<file path="src/rtl/scan_io_pkg.sv">
package scan_io_pkg;
  typedef enum logic [2:0] {
    ST_INIT, ST_LOAD, ST_SHIN, ST_USER, ST_SHOUT, ST_LATCH, ST_KICK
  } scan_st_e;

  function automatic int cnt_w(int chips);
    return (chips > 1) ? $clog2(chips) : 1;
  endfunction
endpackage

</file>
<file path="src/rtl/scan_in_shift.sv">
module scan_in_shift #(
  parameter int MAX_CHIPS = 4,
  parameter int CW = 2
) (
  input  logic                   clk_i,
  input  logic                   rst_ni,
  input  logic                   clr_i,
  input  logic                   cap_i,
  input  logic                   commit_i,
  input  logic [CW+2:0]          idx_i,
  input  logic                   d_i,
  output logic [8*MAX_CHIPS-1:0] raw_o
);
  localparam int NB = 8 * MAX_CHIPS;
  logic [NB-1:0] stage_q, raw_q;
  logic [CW+2:0] pos;

  // byte from high index bits, MSB first within byte
  assign pos = {idx_i[CW+2:3], ~idx_i[2:0]};

  always_ff @(posedge clk_i or negedge rst_ni) begin
    if (!rst_ni) begin
      stage_q <= '0;
      raw_q   <= '0;
    end else begin
      if (clr_i)      stage_q      <= '0;
      else if (cap_i) stage_q[pos] <= d_i;
      if (commit_i)   raw_q        <= stage_q;
    end
  end

  assign raw_o = raw_q;
endmodule

</file>
<file path="src/rtl/scan_out_shift.sv">
module scan_out_shift #(
  parameter int MAX_CHIPS = 4,
  parameter int CW = 2
) (
  input  logic                   clk_i,
  input  logic                   rst_ni,
  input  logic                   load_i,
  input  logic [8*MAX_CHIPS-1:0] bytes_i,
  input  logic [CW-1:0]          last_i,
  input  logic [CW+2:0]          idx_i,
  input  logic                   en_i,
  output logic                   data_o
);
  localparam int NB = 8 * MAX_CHIPS;
  logic [NB-1:0] snap_q;
  logic [CW-1:0] byte_sel;
  logic [CW+2:0] pos;

  // farthest chip's byte goes first
  assign byte_sel = last_i - idx_i[CW+2:3];
  assign pos      = {byte_sel, ~idx_i[2:0]};

  always_ff @(posedge clk_i or negedge rst_ni) begin
    if (!rst_ni)     snap_q <= '0;
    else if (load_i) snap_q <= bytes_i;
  end

  assign data_o = en_i & snap_q[pos];
endmodule

</file>
<file path="src/rtl/scan_status.sv">
module scan_status (
  input  logic       clk_i,
  input  logic       rst_ni,
  input  logic       kick_i,
  output logic [3:0] status_o
);
  logic first_q, osc_q;

  always_ff @(posedge clk_i or negedge rst_ni) begin
    if (!rst_ni) begin
      first_q <= 1'b1;
      osc_q   <= 1'b0;
    end else if (kick_i) begin
      first_q <= 1'b0;
      osc_q   <= ~osc_q;
    end
  end

  assign status_o = {osc_q, first_q, 1'b1, 1'b0};
endmodule

</file>
<file path="src/rtl/scan_io_seq.sv">
module scan_io_seq #(
  parameter int MAX_CHIPS = 4,
  localparam int CW = scan_io_pkg::cnt_w(MAX_CHIPS),
  localparam int NB = 8 * MAX_CHIPS
) (
  input  logic          clk_i,
  input  logic          rst_ni,
  input  logic [CW-1:0] in_chips_i,
  input  logic [CW-1:0] out_chips_i,
  input  logic          sin_data_i,
  output logic          sin_ld_no,
  output logic          sin_clk_o,
  output logic          user_run_o,
  input  logic          user_done_i,
  input  logic [NB-1:0] out_bytes_i,
  output logic          sout_data_o,
  output logic          sout_clk_o,
  output logic          sout_latch_o,
  output logic          wdt_kick_o,
  output logic [NB-1:0] raw_o,
  output logic [3:0]    status_o
);
  import scan_io_pkg::*;

  scan_st_e      state_q;
  logic          phase_q;
  logic [CW+2:0] cnt_q;
  logic [CW-1:0] nin_q, nout_q;
  logic          in_last, out_last;

  assign in_last  = (cnt_q == {nin_q, 3'b111});
  assign out_last = (cnt_q == {nout_q, 3'b111});

  always_ff @(posedge clk_i or negedge rst_ni) begin
    if (!rst_ni) begin
      state_q <= ST_INIT;
      phase_q <= 1'b0;
      cnt_q   <= '0;
      nin_q   <= '0;
      nout_q  <= '0;
    end else begin
      case (state_q)
        ST_INIT: state_q <= ST_LOAD;
        ST_LOAD: begin
          nin_q   <= in_chips_i;
          nout_q  <= out_chips_i;
          cnt_q   <= '0;
          phase_q <= 1'b0;
          state_q <= ST_SHIN;
        end
        ST_SHIN: begin
          phase_q <= ~phase_q;
          if (phase_q) begin
            if (in_last) state_q <= ST_USER;
            else         cnt_q   <= cnt_q + 1'b1;
          end
        end
        ST_USER: begin
          if (user_done_i) begin
            cnt_q   <= '0;
            phase_q <= 1'b0;
            state_q <= ST_SHOUT;
          end
        end
        ST_SHOUT: begin
          phase_q <= ~phase_q;
          if (phase_q) begin
            if (out_last) state_q <= ST_LATCH;
            else          cnt_q   <= cnt_q + 1'b1;
          end
        end
        ST_LATCH: state_q <= ST_KICK;
        ST_KICK:  state_q <= ST_LOAD;
        default:  state_q <= ST_INIT;
      endcase
    end
  end

  assign sin_ld_no    = (state_q != ST_LOAD);
  assign sin_clk_o    = (state_q == ST_SHIN) && phase_q;
  assign user_run_o   = (state_q == ST_USER);
  assign sout_clk_o   = (state_q == ST_SHOUT) && phase_q;
  assign sout_latch_o = (state_q == ST_LATCH);
  assign wdt_kick_o   = (state_q == ST_KICK);

  scan_in_shift #(.MAX_CHIPS(MAX_CHIPS), .CW(CW)) in_i (
    .clk_i    (clk_i),
    .rst_ni   (rst_ni),
    .clr_i    (state_q == ST_LOAD),
    .cap_i    ((state_q == ST_SHIN) && !phase_q),
    .commit_i ((state_q == ST_SHIN) && phase_q && in_last),
    .idx_i    (cnt_q),
    .d_i      (sin_data_i),
    .raw_o    (raw_o)
  );

  scan_out_shift #(.MAX_CHIPS(MAX_CHIPS), .CW(CW)) out_i (
    .clk_i   (clk_i),
    .rst_ni  (rst_ni),
    .load_i  ((state_q == ST_USER) && user_done_i),
    .bytes_i (out_bytes_i),
    .last_i  (nout_q),
    .idx_i   (cnt_q),
    .en_i    (state_q == ST_SHOUT),
    .data_o  (sout_data_o)
  );

  scan_status stat_i (
    .clk_i    (clk_i),
    .rst_ni   (rst_ni),
    .kick_i   (state_q == ST_KICK),
    .status_o (status_o)
  );
endmodule

</file>
<file path="config.mk">
export PLATFORM = sky130hd
export DESIGN_NAME = scan_io_seq
export DESIGN_NICKNAME = d
export VERILOG_FILES = /design/src/rtl/scan_io_pkg.sv /design/src/rtl/scan_in_shift.sv /design/src/rtl/scan_out_shift.sv /design/src/rtl/scan_status.sv /design/src/rtl/scan_io_seq.sv
export SDC_FILE = /design/constraint.sdc
export NUM_CORES = 1
export LEC_CHECK = 0
export BUFFER_PORTS_ARGS = -buffer_cell sky130_fd_sc_hd__buf_2
export CELL_PAD_IN_SITES_DETAIL_PLACEMENT = 0
export CELL_PAD_IN_SITES_GLOBAL_PLACEMENT = 2
export CORE_MARGIN = 2
export CORE_UTILIZATION = 33
export DETAILED_ROUTE_END_ITERATION = 7
export GPL_ROUTABILITY_DRIVEN = 0
export GPL_TIMING_DRIVEN = 0
export PLACE_DENSITY_LB_ADDON = 0.12
export SLEW_MARGIN = 0
export SYNTH_ARGS = -nofsm -noshare
export SYNTH_HDL_FRONTEND = slang
export SYNTH_SLANG_ARGS = --single-unit
</file>
<file path="constraint.sdc">
create_clock -name clk_i -period 1.7 [get_ports clk_i]
set_input_delay 0.255 -clock clk_i [delete_from_list [all_inputs] [get_ports clk_i]]
set_output_delay 0.255 -clock clk_i [all_outputs]
set_load 0.1 [all_outputs]
</file>
==> out/metrics.csv <==
metric;value;unit
Final WS setup;-730;ps
Final period util;1.43;
Req. time, crit path;1440;ps
Post-DRT Antenna Nets;0;
Num CTS Buffers;9;
share of layout cells above drive strength 1;0.581;
All-Layer GR Usage;0.171;
leak pwr;3.56;nW
# rows;45;
vias;3934;
#FFs+latches synth;111;
relative slew slack;0.551;
DRC;0;
final clock skew;9.97;ps
CP peak stage delay;540;ps
WS Path Type;flop to output pin;
Syn Nets;502;
die area;16700;um2
Tot Pwr;10.8;mW
area of the multi-input gates;2680;um2
Critical Path Fanout Max;5;
clock power share;0.202;
synth warn;0;
most frequent cells in the layout;dfrtp_1 (106), buf_2 (74), nand2_1 (62);
Worst VDD drop;0.000626;V
fin crit period;2430;ps
CP Buf/Inv Count;1;
fin nets;656;
Clock Latency Late Sink;360;ps
number of synthesized flops with an enable pin;0;
DR vias/cell;4.76;
post-synthesis sequential area ratio;0.537;
MaxCap Viol Count;0;
commonest non-fill, non-tap cell in the layout;dfrtp_1;
clock root cell;clkbuf_16;
1st-iter DRT viols;146;
drt pass-1 iters;4;
WL per Instance;16.7;um
H-tree Lvls;3;
status;finished, violations left;
switch share;0.362;
fill cell count;1384;
Post-Synthesis Cells;457;
Port Buf Inserts;80;
CP startpoint kind;flop;
final design utilization;0.508;
Final setup viols;107;
die width;129;um
Comb pwr share;0.461;
Net Switching;3.90;mW
ys async rst share;1.00;
failing checks;negative setup slack;
Max Slew Vio Count;0;
CTS max path bufs;2;
Initial Util;0.339;
WL met1;6.31;mm
Diodes inserted;0;
setup tns final;-31720;ps
total core area;15300;um2
post-synth cell types;48;
Setup WS pre-CTS;-684;ps
Hold WS;109;ps
RSZ-0062 raised after global routing;yes;
hpwl dp;8.50;mm
PD cells;1390;nW/um2
internal power;6.89;mW
Worst-path clk slew;70;ps
crit path DAT;2180;ps
grt ovf;0;
Critical Path, Cell by Cell;mux4_2 -> nor2_2 -> o32ai_2 -> a311oi_2 -> nor2_4 -> buf_12;
Met2 Routed Length;6.72;mm
first-pass GRT wire length;21.8;mm
met3 WL;487;um
Post-Route WL;13.8;mm
Crit. End Element;output pin;
initial antenna violation count;0;
worst hold-check path type;primary input to flop;
f_max;0.411;GHz
max layer used;met4;
clk sink count;111;
Final Hold Viols;0;
CP max-delay cell;mux4_2;
area growth from synthesis to layout;49.9;%
sequential cell fraction of total power;0.337;
Register Area;2780;um2
vias in the first global route;3994;
Die H;129;um
io pins;83;
largest net degree at the start of global routing;67;
ys flop type;dfrtp_1;
Top delay family on crit path;multiplexers;
CTS tree;yes;
Mean Syn Cell Area;11.3;um2
worst slew pin tran;667;ps
Netlist Area Pre-Place;5170;um2
==> power groups by stage <==
stage                     registers (mW)  clock network, mW  logic (mW)
after floorplan                     3.46                  0        2.62
after global placement              3.56                  0        3.23
after detailed placement            3.59                  0        3.25
after CTS                           3.57               2.23        4.57
after global routing                3.72               2.35        5.32
final                               3.64               2.18        4.97
==> final cells by class <==
class | instances | share of cell area
Multi-Input combinational cell | 304 | 0.346
Sequential cell | 111 | 0.359
Tap cell | 211 | 0.0341
Buffer | 29 | 0.0399
Clock inverter | 6 | 0.00888
Timing Repair Buffer | 147 | 0.177
Clock buffer | 10 | 0.0295
Inverter | 9 | 0.00565
==> cell usage after synthesis, types with 6 or more instances <==
cell type    n  area [um2]
nand3_1     33         165
inv_1        8        30.0
mux4_1       7         184
buf_2       15        75.1
nand2_1     78         293
buf_4        8        60.1
mux2_2      61         687
a21oi_1     35         175
dfrtp_1    110        2750
nor3_1       7        35.0
mux2_1       7        78.8
and2_1       6        37.5
nor2_1      15        56.3
==> logic make-up after synthesis <==
family | Yosys count | share of synthesized area
other | 2 | 0.00145
AND/OR/NAND/NOR | 153 | 0.134
XOR/XNOR | 5 | 0.00847
adder cells (fa/ha/maj) | 5 | 0.0121
multiplexers | 80 | 0.193
buffers and inverters | 43 | 0.0452
AO/OA/AOI/OAI | 58 | 0.0682
flip-flops | 111 | 0.537
==> stage by stage <==
| step | instances | cell area, um2 |
|---|---|---|
| after floorplan | 457 | 5320 |
| after global placement | 748 | 5990 |
| after detailed placement | 749 | 6020 |
| after CTS | 813 | 7340 |
| after global routing | 827 | 7750 |
| final | 827 | 7750 |
==> tightest hold or removal path, stage by stage <==
cell	delay, ps
buf_2	80
nand2_1	40
o21ai_0	60
==> metal layers <==
layer | GRT usage | up-vias
li1 | - | 1895
met1 | 0.228 | 1952
met2 | 0.277 | 67
met3 | 0.0334 | 20
met4 | 0.0665 | 0
met5 | 0 | -
==> path summary, 6_finish.rpt <==
kind	from	end	slack, ps	cells after the start
hold / removal	out_chips_i[0]	nout_q[0]	110	3
max in group asynchronous	rst_ni	phase_q	610	3
setup reg to reg	cnt_q[0]	in_i.raw_o[26]	-560	12
hold reg to reg	stat_i.osc_q	stat_i.osc_q	480	1
setup / recovery	cnt_q[0]	sout_data_o	-730	6
min in group asynchronous	rst_ni	in_i.raw_o[8]	390	2
==> flip-flops by register name, indices dropped and copies added, names as in the netlist <==
name / cells
in_i.raw_o: 32
in_i.stage_q: 32
out_i.snap_q: 32
cnt_q: 5
state_q: 3
nin_q: 2
nout_q: 2
phase_q: 1
stat_i.first_q: 1
stat_i.osc_q: 1
==> repair_timing <==
item / 4_1_cts / 5_1_grt
endpoints found under the hold margin: 45 / 0
pin swaps: 29 / 27
buffers inserted: 42 / 15
hold buffers: 1 / 0
cloned: 6 / 4
gates resized for setup: 147 / 64
setup endpoints to repair: 76 / 108
No activity file was read; power rests on OpenSTA's default activity.
